## src/rtl/keylock_cfg_pkg.sv

```systemverilog
package keylock_cfg_pkg;

  typedef enum logic [2:0] {
    RG_NONE,
    RG_CFG_LK,
    RG_LOCK,
    RG_CFG_KK,
    RG_KICK_A,
    RG_KICK_B
  } region_e;

  // Word map: locked cfg, then their locks, then kicked cfg, then kick A/B.
  function automatic region_e region_of(input int idx, input int nl, input int nk);
    if (idx < nl)                 return RG_CFG_LK;
    else if (idx < 2*nl)          return RG_LOCK;
    else if (idx < 2*nl + nk)     return RG_CFG_KK;
    else if (idx == 2*nl + nk)    return RG_KICK_A;
    else if (idx == 2*nl + nk + 1) return RG_KICK_B;
    else                          return RG_NONE;
  endfunction

  function automatic int sub_of(input int idx, input int nl, input int nk);
    if (idx < nl)             return idx;
    else if (idx < 2*nl)      return idx - nl;
    else if (idx < 2*nl + nk) return idx - 2*nl;
    else                      return 0;
  endfunction

endpackage

```

## src/rtl/keylock_lock_gate.sv

```systemverilog
module keylock_lock_gate #(
  parameter int              DATA_W     = 32,
  parameter int              RELOCK_CYC = 4,
  parameter logic [DATA_W-1:0] KEY      = 32'hA5C3_0001
) (
  input  logic              clk,
  input  logic              rst_n,
  input  logic              key_we,
  input  logic [DATA_W-1:0] key_data,
  output logic              open_o
);
  localparam int              WIN_W    = $clog2(RELOCK_CYC + 1);
  localparam logic [WIN_W-1:0] WIN_LOAD = WIN_W'(RELOCK_CYC);

  logic [WIN_W-1:0] cnt_q, cnt_d;
  logic             cnt_en;
  logic             key_hit;

  assign key_hit = key_we && (key_data == KEY);
  assign cnt_en  = key_we || (cnt_q != '0);

  always_comb begin
    cnt_d = cnt_q;
    if (key_we) begin
      cnt_d = key_hit ? WIN_LOAD : '0;
    end else if (cnt_q != '0) begin
      cnt_d = cnt_q - WIN_W'(1);
    end
  end

  always_ff @(posedge clk or negedge rst_n) begin
    if (!rst_n) begin
      cnt_q <= '0;
    end else if (cnt_en) begin
      cnt_q <= cnt_d;
    end
  end

  assign open_o = (cnt_q != '0);


  key_open_chk: assert property (@(posedge clk) disable iff (!rst_n)
    key_we && (key_data == KEY) |=> open_o);


  stay_shut_chk: assert property (@(posedge clk) disable iff (!rst_n)
    !open_o && !(key_we && (key_data == KEY)) |=> !open_o);


  wrong_key_chk: assert property (@(posedge clk) disable iff (!rst_n)
    key_we && (key_data != KEY) |=> !open_o);


  win_bound_chk: assert property (@(posedge clk) disable iff (!rst_n)
    cnt_q <= WIN_LOAD);

endmodule

```

## src/rtl/keylock_kick_pair.sv

```systemverilog
module keylock_kick_pair #(
  parameter int                DATA_W = 32,
  parameter logic [DATA_W-1:0] KEY_A  = 32'h83E7_0B13,
  parameter logic [DATA_W-1:0] KEY_B  = 32'h95A4_F1E0
) (
  input  logic              clk,
  input  logic              rst_n,
  input  logic [1:0]        kick_we,
  input  logic [DATA_W-1:0] kick_data,
  output logic [1:0]        match_o,
  output logic              open_o
);
  localparam logic [1:0][DATA_W-1:0] KEYS = {KEY_B, KEY_A};

  logic [1:0] match_q, match_d;

  for (genvar k = 0; k < 2; k++) begin : g_kick
    always_comb begin
      match_d[k] = match_q[k];
      if (kick_we[k]) begin
        match_d[k] = (kick_data == KEYS[k]);
      end
    end

    always_ff @(posedge clk or negedge rst_n) begin
      if (!rst_n) begin
        match_q[k] <= 1'b0;
      end else if (kick_we[k]) begin
        match_q[k] <= match_d[k];
      end
    end


    kick_drop_chk: assert property (@(posedge clk) disable iff (!rst_n)
      kick_we[k] && (kick_data != KEYS[k]) |=> !open_o);
  end

  assign match_o = match_q;
  assign open_o  = &match_q;

endmodule

```

## src/rtl/keylock_wo_reg.sv

```systemverilog
module keylock_wo_reg #(
  parameter int                DATA_W  = 32,
  parameter logic [DATA_W-1:0] WO_MASK = '0
) (
  input  logic              clk,
  input  logic              rst_n,
  input  logic              we,
  input  logic [DATA_W-1:0] wdata,
  output logic [DATA_W-1:0] q
);
  logic [DATA_W-1:0] q_q, q_d;

  always_comb begin
    q_d = q_q;
    if (we) begin
      q_d = (wdata & ~WO_MASK) | ((q_q | wdata) & WO_MASK);
    end
  end

  always_ff @(posedge clk or negedge rst_n) begin
    if (!rst_n) begin
      q_q <= '0;
    end else if (we) begin
      q_q <= q_d;
    end
  end

  assign q = q_q;


  wo_sticky_chk: assert property (@(posedge clk) disable iff (!rst_n)
    ((~q_q) & $past(q_q) & WO_MASK) == '0);


  no_write_hold_chk: assert property (@(posedge clk) disable iff (!rst_n)
    !we |=> $stable(q_q));

endmodule

```

## src/rtl/keylock_cfg.sv

```systemverilog
module keylock_cfg
  import keylock_cfg_pkg::*;
#(
  parameter int DATA_W     = 32,
  parameter int ADDR_W     = 4,
  parameter int N_LOCKED   = 4,
  parameter int N_KICKED   = 2,
  parameter int RELOCK_CYC = 4,
  parameter logic [DATA_W-1:0] LOCK_KEY_BASE = 32'hA5C3_0001,
  parameter logic [DATA_W-1:0] KICK_KEY_A    = 32'h83E7_0B13,
  parameter logic [DATA_W-1:0] KICK_KEY_B    = 32'h95A4_F1E0,
  parameter logic [N_LOCKED-1:0][DATA_W-1:0] LK_WO_MASK =
    {32'h0000_0000, 32'h0000_FF00, 32'hF000_0000, 32'h0000_000F},
  parameter logic [N_KICKED-1:0][DATA_W-1:0] KK_WO_MASK =
    {32'h0000_0001, 32'h0000_0000}
) (
  input  logic              clk,
  input  logic              rst_n,
  input  logic [ADDR_W-1:0] bus_addr,
  input  logic              bus_we,
  input  logic [DATA_W-1:0] bus_wdata,
  input  logic              bus_re,
  output logic [DATA_W-1:0] bus_rdata
);
  localparam int MAP_WORDS = 2*N_LOCKED + N_KICKED + 2;

  // reset: asynchronous assert, synchronous release
  logic [1:0] rst_sync_q;
  logic       rst_i_n;

  always_ff @(posedge clk or negedge rst_n) begin
    if (!rst_n) begin
      rst_sync_q <= 2'b00;
    end else begin
      rst_sync_q <= {rst_sync_q[0], 1'b1};
    end
  end
  assign rst_i_n = rst_sync_q[1];

  // decode
  region_e rgn;
  int      idx;
  int      sub;

  always_comb begin
    idx = int'(bus_addr);
    rgn = region_of(idx, N_LOCKED, N_KICKED);
    sub = sub_of(idx, N_LOCKED, N_KICKED);
  end

  // single-lock registers
  logic [N_LOCKED-1:0] lk_open;
  logic [N_LOCKED-1:0] lk_key_we;
  logic [N_LOCKED-1:0] lk_cfg_we;
  logic [DATA_W-1:0]   lk_q [N_LOCKED];

  for (genvar i = 0; i < N_LOCKED; i++) begin : g_lk
    assign lk_key_we[i] = bus_we && (rgn == RG_LOCK)   && (sub == i);
    assign lk_cfg_we[i] = bus_we && (rgn == RG_CFG_LK) && (sub == i) && lk_open[i];

    keylock_lock_gate #(
      .DATA_W     (DATA_W),
      .RELOCK_CYC (RELOCK_CYC),
      .KEY        (LOCK_KEY_BASE + DATA_W'(i))
    ) u_gate (
      .clk      (clk),
      .rst_n    (rst_i_n),
      .key_we   (lk_key_we[i]),
      .key_data (bus_wdata),
      .open_o   (lk_open[i])
    );

    keylock_wo_reg #(
      .DATA_W  (DATA_W),
      .WO_MASK (LK_WO_MASK[i])
    ) u_reg (
      .clk   (clk),
      .rst_n (rst_i_n),
      .we    (lk_cfg_we[i]),
      .wdata (bus_wdata),
      .q     (lk_q[i])
    );


    lk_gate_chk: assert property (@(posedge clk) disable iff (!rst_i_n)
      bus_we && (rgn == RG_CFG_LK) && (sub == i) && !lk_open[i] |=> $stable(lk_q[i]));
  end

  // kick-protected registers
  logic [1:0]          kick_we;
  logic [1:0]          kick_match;
  logic                kk_open;
  logic [N_KICKED-1:0] kk_cfg_we;
  logic [DATA_W-1:0]   kk_q [N_KICKED];

  assign kick_we[0] = bus_we && (rgn == RG_KICK_A);
  assign kick_we[1] = bus_we && (rgn == RG_KICK_B);

  keylock_kick_pair #(
    .DATA_W (DATA_W),
    .KEY_A  (KICK_KEY_A),
    .KEY_B  (KICK_KEY_B)
  ) u_kick (
    .clk       (clk),
    .rst_n     (rst_i_n),
    .kick_we   (kick_we),
    .kick_data (bus_wdata),
    .match_o   (kick_match),
    .open_o    (kk_open)
  );

  for (genvar j = 0; j < N_KICKED; j++) begin : g_kk
    assign kk_cfg_we[j] = bus_we && (rgn == RG_CFG_KK) && (sub == j) && kk_open;

    keylock_wo_reg #(
      .DATA_W  (DATA_W),
      .WO_MASK (KK_WO_MASK[j])
    ) u_reg (
      .clk   (clk),
      .rst_n (rst_i_n),
      .we    (kk_cfg_we[j]),
      .wdata (bus_wdata),
      .q     (kk_q[j])
    );


    kk_gate_chk: assert property (@(posedge clk) disable iff (!rst_i_n)
      bus_we && (rgn == RG_CFG_KK) && (sub == j) && (kick_match != 2'b11) |=> $stable(kk_q[j]));
  end

  // read path: one cycle latency, held between strobes
  logic [DATA_W-1:0] rd_d, rd_q;

  always_comb begin
    rd_d = '0;
    unique case (rgn)
      RG_CFG_LK: for (int i = 0; i < N_LOCKED; i++) if (sub == i) rd_d = lk_q[i];
      RG_LOCK:   for (int i = 0; i < N_LOCKED; i++) if (sub == i) rd_d = {{(DATA_W-1){1'b0}}, lk_open[i]};
      RG_CFG_KK: for (int j = 0; j < N_KICKED; j++) if (sub == j) rd_d = kk_q[j];
      RG_KICK_A: rd_d = {{(DATA_W-1){1'b0}}, kick_match[0]};
      RG_KICK_B: rd_d = {{(DATA_W-1){1'b0}}, kick_match[1]};
      default:   rd_d = '0;
    endcase
  end

  always_ff @(posedge clk or negedge rst_i_n) begin
    if (!rst_i_n) begin
      rd_q <= '0;
    end else if (bus_re) begin
      rd_q <= rd_d;
    end
  end

  assign bus_rdata = rd_q;


  rd_hold_chk: assert property (@(posedge clk) disable iff (!rst_i_n)
    !bus_re |=> $stable(bus_rdata));


  unmapped_rd_chk: assert property (@(posedge clk) disable iff (!rst_i_n)
    bus_re && (int'(bus_addr) >= MAP_WORDS) |=> (bus_rdata == '0));

endmodule

```

## config.mk

```make
export PLATFORM = sky130hd
export DESIGN_NAME = keylock_cfg
export DESIGN_NICKNAME = d
export VERILOG_FILES = /design/src/rtl/keylock_cfg_pkg.sv /design/src/rtl/keylock_lock_gate.sv /design/src/rtl/keylock_kick_pair.sv /design/src/rtl/keylock_wo_reg.sv /design/src/rtl/keylock_cfg.sv
export SDC_FILE = /design/constraint.sdc
export NUM_CORES = 1
export LEC_CHECK = 0
export ABC_CLOCK_PERIOD_IN_PS = 7750
export BUFFER_PORTS_ARGS = -buffer_cell sky130_fd_sc_hd__buf_4
export CAP_MARGIN = 20
export CORE_MARGIN = 5
export CORE_UTILIZATION = 40
export CTS_CLUSTER_DIAMETER = 30
export DETAILED_ROUTE_END_ITERATION = 8
export GPL_TIMING_DRIVEN = 0
export PLACE_DENSITY_LB_ADDON = 0.1
export SKIP_CTS_REPAIR_TIMING = 1
export SYNTH_ARGS = -nofsm -noshare
export SYNTH_HDL_FRONTEND = slang
export SYNTH_HIERARCHICAL = 1
export SYNTH_SLANG_ARGS = --single-unit
```

## constraint.sdc

```tcl
create_clock -name clk -period 7.75 [get_ports clk]
set_input_delay 0 -clock clk [delete_from_list [all_inputs] [get_ports clk]]
set_output_delay 0 -clock clk [all_outputs]
set_load 0.02 [all_outputs]
```

==> results.json <==
{
  "outcome": "complete, no violations",
  "pwr-share-comb": 0.171,
  "clk_latency_ps": 560,
  "drive_gt1_frac": 0.394,
  "crit_path_top_delay_cell": "dlygate4sd3_1",
  "yosysMostFrequentCell": "dfrtp_1",
  "synthDistinctLibCells": 59,
  "first_pass_iters": 5,
  "worst_slack_ps": 5320,
  "synth_area_leaders": "dfrtp_1 50%, mux2_4 20%, mux2_2 2.6%",
  "crit_path_cell_trace": "dlygate4sd3_1 > buf_4 > nand2_1 > nand2_1 > clkbuf_1 > nor2_1 > and4_1 > nand4_1 > or4_1 > o21ai_1",
  "syn_area_sq_um": 12000,
  "post-dp-hpwl_microns": 22700,
  "path_buf_inv": 3,
  "start_util": 0.404,
  "avgViaCountPerCell": 5.42,
  "swShare": 0.242,
  "fin_nets": 1093,
  "startpoint_type": "input port",
  "drt-wirelength-per-cell_microns": 23.5,
  "grt_max_degree": 66,
  "fp.dieH_microns": 183,
  "detail-route-antenna-nets": 0,
  "antenna-diode-count": 0,
  "grt_usage": 0.207,
  "cts_tree": "done",
  "tightest_slew_ps": 1020,
  "ys_seq_area_frac": 0.501,
  "h-tree-depth": 2,
  "pwr-share-clk": 0.499,
  "syn_nets": 921,
  "synth_edf_count": 0,
  "crit_type": "input port to register",
  "critPathCaptureType": "register",
  "crit_top_cell": "nand2_1",
  "internal_power_mw": 4.07,
  "cts_root_buf": "clkbuf_16",
  "critPathMaxStageDelay_ps": 530,
  "finalCritPeriodShare": 0.314,
  "portBuffers": 70,
  "vias": 8049,
  "switching_power_mw": 1.30,
  "netlist_instances": 873,
  "min_period_ps": 2430,
  "ys_ff_latch": 240,
  "drt-initial-drc-count": 571,
  "setup_viol": 0,
  "max_freq_mhz": 411,
  "clkSinkCount": 240,
  "grt_pass1_wl_microns": 53000,
  "worstPathMaxFanout": 10,
  "p_leak_nw": 7.04,
  "synth_ff_type": "dfrtp_1",
  "required_ps": 8250,
  "antenna_found_initial": 0,
  "finalClockSkew_ps": 16.0,
  "pin_count": 72,
  "cts_max_path_buffers": 3,
  "p_seq_frac": 0.330,
  "vdd_ir_drop_max_v": 0.000209,
  "drv_cap": 0,
  "gr-total-overflow": 0,
  "final_core_util": 0.528,
  "cellPowerDensity_nw_per_um2": 343,
  "syn_to_final_growth_pct": 30.6,
  "final_cell_area_sq_um": 15700,
  "yosys.area.top_type": "dfrtp_1",
  "hold_violations": 0,
  "first_global_vias": 8309,
  "synth_top_area_frac": 0.501,
  "die_area_sq_um": 33500,
  "yosys_warnings": 6,
  "cts_buffers": 60,
  "critPathTopFamily": "simple AND/OR/NAND/NOR gates",
  "drc": 0,
  "placedInstanceArea_sq_um": 13100,
  "hold_path_class": "input port to register",
  "core_sq_um": 29600,
  "wirelength_microns": 34800,
  "rows": 63,
  "avgSynthCellArea_sq_um": 13.7,
  "pre_cts_slack_ps": 5140,
  "rsz0062_at_grt": "no",
  "cts.clk_slew.worst_paths_ps": 50,
  "critPathArrivalTime_ps": 2930,
  "synth_common_cells": "240 x dfrtp_1, 163 x mux2_4, 38 x o21ai_0",
  "die_x_microns": 183,
  "maxSlewViolCount": 0,
  "slew_headroom": 0.319,
  "async_flop_share": 1.00,
  "gp_congestion": 0.806
}
==> worst register-to-register path, delay by kind of cell (launching register included) <==
family | cells | cell delay [ps]
adder cells (fa/ha/maj) | 1 | 190
buffers and inverters | 3 | 400
flip-flops | 1 | 350
multiplexers | 1 | 330
AND/OR/NAND/NOR | 3 | 510
==> sequential cells by signal, indices dropped and copies added (netlist names) <==
register / count
g_lk.u_reg/q: 128
g_kk.u_reg/q: 64
rst_sync_q: 2
bus_rdata: 32
u_kick/match_o: 2
g_lk.u_gate/cnt_q: 12
==> cell type report <==
cell class / instances / area [sq um]
tap: 390 / 488
fill: 2569 / 14000
sequential: 240 / 6010
clock buffer: 79 / 1710
timing repair buffer: 110 / 978
clock inverter: 32 / 484
multi-input combinational: 563 / 5360
buffer: 56 / 571
inverter: 14 / 52.6
==> power groups by stage <==
stage               Sequential [mW]  Clock, mW  Combinational (mW)
finish                         1.78       2.68               0.917
global route                   1.82       2.80               0.998
CTS                            1.77       2.72               0.910
detailed placement             1.78          0               0.904
global placement               1.80          0               0.863
floorplan                      1.77          0               0.665
==> stage by stage <==
stage	hold slack [ps]	setup TNS [ps]	std cells	power (mW)
final	63.2	0	1484	5.38
after global routing	64.0	0	1484	5.61
after CTS	-822	0	1447	5.41
after detailed placement	-217	0	1336	2.68
after global placement	-217	-662320	1333	2.67
after floorplan	-296	0	873	2.44
==> cell families after synthesis <==
logic type,share of synthesized area
compound gates,0.0954
xor+xnor,0.00585
fa+ha+maj,0.00835
buf+inv,0.0520
flops,0.501
mux,0.237
other cells,0.000313
simple gates,0.0996
==> layer usage <==
metal | wire length (microns) | global-route usage | vias up
met5 | 0 | 0 | -
met4 | 499 | 0.0504 | 0
met3 | 1650 | 0.0357 | 42
met2 | 15600 | 0.314 | 223
met1 | 17000 | 0.308 | 4158
li1 | - | - | 3626
==> cells in the final DEF, fill, tap and decap left out, types with 7 or more instances in the layout <==
| master | n |
|---|---|
| ha_1 | 8 |
| a21oi_1 | 15 |
| buf_6 | 8 |
| nor4b_1 | 9 |
| buf_2 | 15 |
| nor2_1 | 32 |
| o22ai_1 | 15 |
| inv_1 | 14 |
| nand2_1 | 18 |
| mux2_2 | 28 |
| dfrtp_1 | 239 |
| a22oi_1 | 15 |
| clkbuf_16 | 61 |
| mux2_4 | 163 |
| clkbuf_8 | 12 |
| nand3_1 | 11 |
| nand2b_1 | 31 |
| o21ai_0 | 38 |
| nor2b_1 | 21 |
| clkinv_2 | 12 |
| nand4_1 | 12 |
| a21o_1 | 17 |
| clkbuf_1 | 17 |
| a32o_1 | 7 |
| dlygate4sd3_1 | 37 |
| buf_4 | 74 |
| a221oi_1 | 16 |
| o221ai_1 | 18 |
| buf_12 | 15 |
| bufinv_16 | 12 |
| o21ai_1 | 9 |
| nor4_1 | 8 |
==> worst paths after layout <==
| kind | startpoint | endpoint | slack, ps | cells after the start |
|---|---|---|---|---|
| min | bus_addr[3] | bus_rdata[30] | 60 | 4 |
| max in group asynchronous | rst_sync_q[1] | g_kk[1].u_reg/q[11] | 5880 | 3 |
| min reg2reg | rst_sync_q[0] | rst_sync_q[1] | 350 | 0 |
| min in group asynchronous | rst_n | rst_sync_q[1] | 300 | 3 |
| max reg2reg | g_lk[0].u_gate/cnt_q[0] | g_lk[0].u_reg/q[12] | 5860 | 8 |
| max | bus_addr[2] | g_lk[1].u_gate/cnt_q[2] | 5320 | 10 |
Power figures use the tool's default switching activity.
